$ cat config.mk
export PLATFORM = sky130hd
export DESIGN_NAME = pm_irq_ctrl
export DESIGN_NICKNAME = d
export VERILOG_FILES = /design/src/rtl/pmic_pkg.sv /design/src/rtl/pmic_edge_sync.sv /design/src/rtl/pmic_regs.sv /design/src/rtl/pmic_status.sv /design/src/rtl/pm_irq_ctrl.sv
export SDC_FILE = /design/constraint.sdc
export NUM_CORES = 1
export LEC_CHECK = 0
export BUFFER_PORTS_ARGS = -buffer_cell sky130_fd_sc_hd__buf_4
export CAP_MARGIN = 5
export CORE_MARGIN = 2
export CORE_UTILIZATION = 60
export DETAILED_ROUTE_END_ITERATION = 8
export HOLD_SLACK_MARGIN = 0.15
export PLACE_DENSITY_LB_ADDON = 0.12
export SYNTH_ARGS = -nofsm -noshare
export SYNTH_HDL_FRONTEND = slang
export SYNTH_SLANG_ARGS = --single-unit
$ cat constraint.sdc
create_clock -name clk -period 2.8 [get_ports clk]
set_input_delay 0.42 -clock clk [delete_from_list [all_inputs] [get_ports clk]]
set_output_delay 0.42 -clock clk [all_outputs]
set_load 0.005 [all_outputs]
$ cat src/rtl/pmic_pkg.sv
package pmic_pkg;

    localparam int NUM_HW   = 5;
    localparam int NUM_SRC  = NUM_HW + 3;
    localparam int DATA_W   = 8;
    localparam int ADDR_W   = 3;

    localparam int SRC_TIMER = NUM_HW;
    localparam int SRC_EXT   = NUM_HW + 1;
    localparam int SRC_CMD   = NUM_HW + 2;

    typedef enum logic [ADDR_W-1:0] {
        ADR_MASK = 3'd0,
        ADR_CTRL = 3'd1,
        ADR_STAT = 3'd2,
        ADR_CMD  = 3'd3,
        ADR_DATA = 3'd4
    } reg_addr_e;

    typedef struct packed {
        logic              valid;
        logic              write;
        logic [ADDR_W-1:0] addr;
        logic [DATA_W-1:0] wdata;
    } bus_req_t;

    typedef struct packed {
        logic [NUM_SRC-1:0] src_mask;
        logic               glb_en;
    } ctrl_t;

    function automatic logic wr_hit(input bus_req_t r, input reg_addr_e a);
        return r.valid && r.write && (r.addr == a);
    endfunction

endpackage

$ cat src/rtl/pmic_edge_sync.sv
module pmic_edge_sync #(
    parameter int             WIDTH      = 1,
    parameter int             STAGES     = 2,
    parameter logic [WIDTH-1:0] ACTIVE_LOW = '0
) (
    input  logic             clk,
    input  logic             rst,
    input  logic [WIDTH-1:0] din,
    output logic [WIDTH-1:0] pulse
);
    for (genvar g = 0; g < WIDTH; g++) begin : g_bit
        localparam logic IDLE = ACTIVE_LOW[g];
        logic [STAGES-1:0] chain;
        logic              prev;
        logic              act_now, act_prev;

        always_ff @(posedge clk) begin
            if (rst) begin
                chain <= {STAGES{IDLE}};
                prev  <= IDLE;
            end else begin
                chain <= {chain[STAGES-2:0], din[g]};
                prev  <= chain[STAGES-1];
            end
        end

        assign act_now  = chain[STAGES-1] ^ IDLE;
        assign act_prev = prev ^ IDLE;
        assign pulse[g] = act_now & ~act_prev;

        // one transition gives a single-cycle event
        assert_single_pulse_R11: assert property (@(posedge clk) disable iff (rst)
            pulse[g] |=> !pulse[g]);
    end
endmodule

$ cat src/rtl/pmic_regs.sv
module pmic_regs
    import pmic_pkg::*;
(
    input  logic               clk,
    input  logic               rst,
    input  bus_req_t           req,
    input  logic [NUM_SRC-1:0] status_q,
    output ctrl_t              ctrl,
    output logic               cmd_wr,
    output logic [NUM_SRC-1:0] clr_mask,
    output logic [DATA_W-1:0]  rdata
);
    logic [DATA_W-1:0] cmd_q, data_q;

    always_ff @(posedge clk) begin
        if (rst) begin
            ctrl   <= '0;
            cmd_q  <= '0;
            data_q <= '0;
        end else begin
            if (wr_hit(req, ADR_MASK)) ctrl.src_mask <= req.wdata[NUM_SRC-1:0];
            if (wr_hit(req, ADR_CTRL)) ctrl.glb_en   <= req.wdata[0];
            if (wr_hit(req, ADR_CMD))  cmd_q         <= req.wdata;
            if (wr_hit(req, ADR_DATA)) data_q        <= req.wdata;
        end
    end

    assign cmd_wr   = wr_hit(req, ADR_CMD);
    assign clr_mask = wr_hit(req, ADR_STAT) ? req.wdata[NUM_SRC-1:0] : '0;

    always_comb begin
        rdata = '0;
        case (req.addr)
            ADR_MASK: rdata = ctrl.src_mask;
            ADR_CTRL: rdata = {{(DATA_W-1){1'b0}}, ctrl.glb_en};
            ADR_STAT: rdata = status_q;
            ADR_CMD:  rdata = cmd_q;
            ADR_DATA: rdata = data_q;
            default:  rdata = '0;
        endcase
    end
endmodule

$ cat src/rtl/pmic_status.sv
module pmic_status
    import pmic_pkg::*;
(
    input  logic               clk,
    input  logic               rst,
    input  logic [NUM_SRC-1:0] events,
    input  ctrl_t              ctrl,
    input  logic [NUM_SRC-1:0] clr_mask,
    output logic [NUM_SRC-1:0] status_q,
    output logic               irq_n
);
    logic [NUM_SRC-1:0] set_vec;

    assign set_vec = events & ctrl.src_mask;

    always_ff @(posedge clk) begin
        if (rst) status_q <= '0;
        else     status_q <= (status_q & ~clr_mask) | set_vec;
    end

    assign irq_n = ~(ctrl.glb_en & |(status_q & ctrl.src_mask));

    // an enabled event is recorded even against a clear
    assert_event_sets_status_R7: assert property (@(posedge clk) disable iff (rst)
        (set_vec != '0) |=> ((status_q & $past(set_vec)) == $past(set_vec)));

    // no status bit rises without an enabled event
    assert_masked_src_quiet_R3: assert property (@(posedge clk) disable iff (rst)
        ((status_q & ~$past(status_q) & ~$past(set_vec)) == '0));

    // clearing without a competing event empties the bits
    assert_w1c_clears_R6: assert property (@(posedge clk) disable iff (rst)
        ((clr_mask & ~set_vec) != '0) |=> ((status_q & $past(clr_mask & ~set_vec)) == '0));

    // a low interrupt always has a recorded cause
    assert_irq_has_cause_R4: assert property (@(posedge clk) disable iff (rst)
        !irq_n |-> (status_q != '0));
endmodule

$ cat src/rtl/pm_irq_ctrl.sv
module pm_irq_ctrl
    import pmic_pkg::*;
#(
    parameter int                SYNC_STAGES   = 2,
    parameter logic [NUM_HW-1:0] HW_ACTIVE_LOW = 5'b01000
) (
    input  logic              clk,
    input  logic              rst,
    input  logic [NUM_HW-1:0] irq_line_i,
    input  logic              ext_req_n,
    input  logic              timer_expired,
    input  logic              bus_valid,
    input  logic              bus_write,
    input  logic [ADDR_W-1:0] bus_addr,
    input  logic [DATA_W-1:0] bus_wdata,
    output logic [DATA_W-1:0] bus_rdata,
    output logic              mgmt_irq_n
);
    bus_req_t           req;
    ctrl_t              ctrl;
    logic [NUM_HW-1:0]  hw_pulse;
    logic               ext_pulse;
    logic               cmd_wr;
    logic [NUM_SRC-1:0] clr_mask, status_q, events;

    assign req = '{valid: bus_valid, write: bus_write, addr: bus_addr, wdata: bus_wdata};

    pmic_edge_sync #(.WIDTH(NUM_HW), .STAGES(SYNC_STAGES), .ACTIVE_LOW(HW_ACTIVE_LOW)) hw_sync_i (
        .clk(clk), .rst(rst), .din(irq_line_i), .pulse(hw_pulse));

    pmic_edge_sync #(.WIDTH(1), .STAGES(SYNC_STAGES), .ACTIVE_LOW(1'b1)) ext_sync_i (
        .clk(clk), .rst(rst), .din(ext_req_n), .pulse(ext_pulse));

    always_comb begin
        events               = '0;
        events[NUM_HW-1:0]   = hw_pulse;
        events[SRC_TIMER]    = timer_expired;
        events[SRC_EXT]      = ext_pulse;
        events[SRC_CMD]      = cmd_wr;
    end

    pmic_regs regs_i (
        .clk(clk), .rst(rst), .req(req), .status_q(status_q),
        .ctrl(ctrl), .cmd_wr(cmd_wr), .clr_mask(clr_mask), .rdata(bus_rdata));

    pmic_status stat_i (
        .clk(clk), .rst(rst), .events(events), .ctrl(ctrl),
        .clr_mask(clr_mask), .status_q(status_q), .irq_n(mgmt_irq_n));

    // closed global gate keeps the pin high
    assert_global_gate_R4: assert property (@(posedge clk) disable iff (rst)
        !ctrl.glb_en |-> mgmt_irq_n);
endmodule

-- Word-level counts from Yosys, hierarchy flattened
Cells that the tools add are included.
- bits in registers: 51
- input port bits: 22
- output and inout bits: 9
- word-level logic and storage cells: 50
- eq/ne operators: 4
- multiplexer cells: 2
- bitwise operators: 19
- reduce and logical (&&, ||, !) cells: 8
- operator list (kind ; count):
    one-hot mux 8 bit (5 select lines) ; 1
    AND 8 bit ; 3
    two-way mux 8 bit ; 1
    NOT 8 bit ; 1
    OR 8 bit ; 1
    OR reduction 8 bit ; 1
    AND 1 bit ; 7
    NOT 1 bit ; 7
    == test 3 x 2 -> 1 bit (second input constant) ; 2
    logical AND 1 bit ; 6
    == test 3 x 1 -> 1 bit (second input constant) ; 1
    == test 3 bit (second input constant) ; 1
    logical NOT 3 bit ; 1

-- Longest topological paths before layout
- depth in word-level cells: 6
- mapped depth: 5
- gate-level depth less buffers: 3

-- Cells and area by module
Synthesis repeated with hierarchy kept, for this count alone.
- cells, all modules: 247
- area total of the unflattened synthesis: 2285.9 um2
- by module, submodules not included (module ; times used ; cells each ; area an instance (um2) ; seq. area each (um2)):
    pmic_regs ; 1 ; 166 ; 1423.9 ; 500.5
    pmic_edge_sync (hw_sync_i) ; 1 ; 36 ; 441.7 ; 300.3
    pmic_status ; 1 ; 38 ; 335.3 ; 160.2
    pmic_edge_sync (ext_sync_i) ; 1 ; 7 ; 85.1 ; 60.1

-- Worst setup path after synthesis
Ideal clock, no wire load.
- kind: input to output
- start point: input bus_addr[0]
- end point: output bus_rdata[2]
- arrival: 1.113 ns
- required time: 2.380 ns
- path slack: 1.267 ns
- stages on the path: 4
- path buffers: 2
- cell sequence: buf_6 > or2_4 > buf_2 > o211ai_1
- cells in the longest elaborated chain, start to end: 2
- elaborated cells on any way between the ends: 6
- RTL lines (what ; line ; text):
    start: declaration ; pm_irq_ctrl.sv:14 ; input logic [ADDR_W-1:0] bus_addr,
    == test 3 bit, or another cell as far along ; pmic_regs.sv:33 ; case (req.addr)
    one-hot mux 8 bit (5 select lines) * ; pmic_regs.sv:33 ;
    end: declaration ; pm_irq_ctrl.sv:16 ; output logic [DATA_W-1:0] bus_rdata,
Mark *: on every way between the ends. The rest lies on a longest branch, timed or not.

-- Worst setup path in the final report
- start point: input bus_addr[1]
- end point: output bus_rdata[7]
The elaborated chain is that of the path after synthesis.

==> impl_results.md <==
- H-tree Lvls: 2
- DR vias: 1714
- WHS: ~0.29 ns
- Max_slew headroom: 0.444
- CP Cell Sequence: buf_4 > nor3b_2 > nand2_1 > o211ai_1 > buf_4
- Setup Viol. Count Final: 0
- Routed vias/inst: 5.64
- TritonCTS clock tree: built
- CTS buffer count: 5
- CTS resizes: 0
- FF-to-FF path depth: 2
- I/O pins: 31
- Worst EP arrival: 1.41 ns
- Routed Antenna Nets: 0
- Setup CP Type: in -> out
- Starting DRT DRC Count: roughly 110
- GR Util met3: 0.0462
- Drt total wl: 4.70 mm
- Post-synthesis sequential element count: 51
- Final Non-Filler Cells: 304
- Global-route wire length before repair: 7.76 mm
- Die area: 4300 um^2
- Skew final: 0.00617 ns
- Starting Density: 0.622
- R2R Path Start: stat_i.status_q[6]$_SDFF_PP0_
- Routing usage on met2: 0.404
- Layout area overhead: 13.4%
- Gate Count Post-Synth: 234
- Slew @ Worst Pin: 0.831 ns
- Post-placement cell area: 2460 um^2
- Crit path to: bus_rdata[7]
- CTS root buffer: clkbuf_8
- Status: finished, final reports clean
- Synth cell count leaders: dfxtp_1, mux2i_1, nand2b_1, nand2_1, nor2b_1
- CP required: 2.38 ns
- Syn_nets: roughly 260
- Synth warn: 0
- Leakage power: 1.02 nW
- R2r setup slk: ~2 ns
- PD cells: 536 nW/um^2
- Critical Path Slowest Stage Cell: nor3b_2
- Gr usage total: 0.240
- Reg2reg end: stat_i.status_q[6]$_SDFF_PP0_
- Worst-path clk slew: 0.09 ns
- Min Clock Period, post-route: 1.83 ns
- Bufs on Longest Clock Path: 2
- Proportion of synthesized area in mux cells: 0.119
- Max-Cap Viols: 0
- Top-area cell type share of the netlist area: 0.449
- Final Cell Area: 2580 um^2
- WL per Instance: around 15 um
- Die width: 65.6 um
- Initial antenna violation count: 0
- Post-Place Cells: 296
- Core area: 3660 um^2
- NumNets Final: 277
- Chip Height: 65.6 um
- Adder-Cell Fraction of Synth Area: 0
- # port buffers: 30
- # rows: 22
- Place WS: 0.934 ns
- # DRC: 0
- Max Transition Viols Final: 0
- Largest net degree at the start of global routing: 60
- DRT Pass-1 Iters: 4
- Max IR drop VDD: 0.369 mV
- Critical Path Start Type: input port
- Register area share after synthesis: 0.449
- Netlist cell types: 32
- Synth Area in Compound Gates: 0.124
- Simple-gate share of the synthesized area: 0.252
- DP Wirelength: 3.28 mm
- RSZ-0062 raised after global routing: false
- Fin crit share: 0.653
- Number of global-route vias before repair: around 1700
- Cell with the most instances after synthesis: dfxtp_1
- Fin worst setup slack: 0.972 ns
- Post-Synth XOR/XNOR Area: 0
- Mapped cell area: 2280 um^2
- Clk Latency, worst-skew pair: 0.31 ns
- Fmax: 547 MHz
- Placer Congestion: 0.796
- Most frequent cell on the critical path: buf_4
- HP Class: in -> reg
- Final Hold Fails: 0
- Sink Count: 51
- Max FO, Critical Path: 16
- Largest area contributor in the netlist: dfxtp_1
- Post-synth EDFFs: 0
- Syn_area_per_cell: 9.73 um^2
- Post-synth ARST share: 0
- Post-CTS setup buffers: 0
- Antenna Cells: 0
- GRT overflow: 0
- CP Capture Type: output port
- Gr busiest metal: met2
- Final Power: 1.38 mW
- Fillers: 303
- Area contributors post-synth: dfxtp_1, mux2i_1, nand2b_1, nand3b_1, nor2b_1
- Utilization after layout: 0.705
- Worst path max stage delay: between 0.4 and 0.5 ns
- Layout cells sized above 1: 0.207
- Met1 usage: 0.307
- CTS Hold Buffers Added: 0
- Setup TNS: 0 ns
- Post-synth top flop: dfxtp_1
- Largest family of logic cells by synthesized area: simple AND/OR/NAND/NOR gates
- Crit. Startpoint: bus_addr[1]
## registers in the layout, indices dropped and copies added, names as in the netlist
register / flops
hw_sync_i.g_bit.act_prev: 4
ext_sync_i.g_bit.prev: 1
hw_sync_i.g_bit.chain: 10
regs_i.ctrl: 9
ext_sync_i.g_bit.chain: 2
regs_i.cmd_q: 8
stat_i.status_q: 8
regs_i.data_q: 8
hw_sync_i.g_bit.prev: 1
## logic make-up (layout without fill, tap and decap cells)
group                  count (synthesis)  in the layout
flip-flops                            51             51
AND/OR/NAND/NOR                       91             91
AO/OA/AOI/OAI                         41             41
buffers and inverters                 24             46
multiplexers                          27             27
## how the worst min path moves through the flow
| stage | start | end | slack (ns) | depth (start not counted) |
|---|---|---|---|---|
| finish | irq_line_i[3] | hw_sync_i.g_bit[3].chain[0]$_SDFF_PP1_ | 0.29 | 2 |
| global route | ext_req_n | ext_sync_i.g_bit[0].chain[0]$_SDFF_PP1_ | 0.28 | 2 |
| CTS | irq_line_i[3] | hw_sync_i.g_bit[3].chain[0]$_SDFF_PP1_ | 0.28 | 2 |
| detailed placement | ext_sync_i.g_bit[0].chain[0]$_SDFF_PP1_ | ext_sync_i.g_bit[0].chain[1]$_SDFF_PP1_ | 0.40 | 1 |
| global placement | ext_sync_i.g_bit[0].chain[0]$_SDFF_PP1_ | ext_sync_i.g_bit[0].chain[1]$_SDFF_PP1_ | 0.39 | 1 |
| floorplan | ext_sync_i.g_bit[0].chain[0]$_SDFF_PP1_ | ext_sync_i.g_bit[0].chain[1]$_SDFF_PP1_ | 0.39 | 1 |
## layer usage
layer  vias up  part of all wire
li1        852                 -
met1       811              0.46
met2        44              0.48
met3         7             0.043
met4         0             0.016
met5         -                 0
## final cells by class
| type | instances | area, um^2 | area share |
|---|---|---|---|
| clock buffers | 5 | 68.8 | 0.0267 |
| clock inverters | 3 | 47.5 | 0.0184 |
| inverters | 8 | 30.0 | 0.0116 |
| multi-input cells | 159 | 1130 | 0.437 |
| flip-flops and latches | 51 | 1020 | 0.396 |
| well taps | 48 | 60.1 | 0.0233 |
| repair buffers | 30 | 225 | 0.0873 |
## cells in the final DEF, fill, tap and decap left out, drive strengths merged
| cell type | Yosys | layout |
|---|---|---|
| o32ai | 3 | 3 |
| a22oi | 4 | 4 |
| nor3b | 2 | 2 |
| buf | 9 | 30 |
| mux2i | 27 | 27 |
| nand3b | 12 | 12 |
| nor2b | 13 | 13 |
| o22ai | 1 | 1 |
| o21ai | 8 | 8 |
| bufinv | 0 | 1 |
| o21a | 1 | 1 |
| nor2 | 2 | 2 |
| and3b | 1 | 1 |
| or2 | 7 | 7 |
| nand3 | 8 | 8 |
| and3 | 4 | 4 |
| and2 | 1 | 1 |
| inv | 8 | 9 |
| o211ai | 7 | 7 |
| clkinv | 0 | 1 |
| dfxtp | 51 | 51 |
| clkbuf | 7 | 5 |
| nand2 | 14 | 14 |
| o31ai | 5 | 5 |
| nand4 | 1 | 1 |
| nand2b | 26 | 26 |
| a21oi | 12 | 12 |
## report_power, final
group,leakage [nW],switching [mW],internal (mW)
combinational,0.551,0.0571,0.0503
sequential,0.415,0.00615,0.740
clock,0.0587,0.258,0.271
## critical path: cells and delay by family
family	cells	cell delay, ns
and+or+nand+nor	2	0.54
buffers and inverters	2	0.33
AOI/OAI and AO/OA	1	0.12
Power figures use the tool's default switching activity.
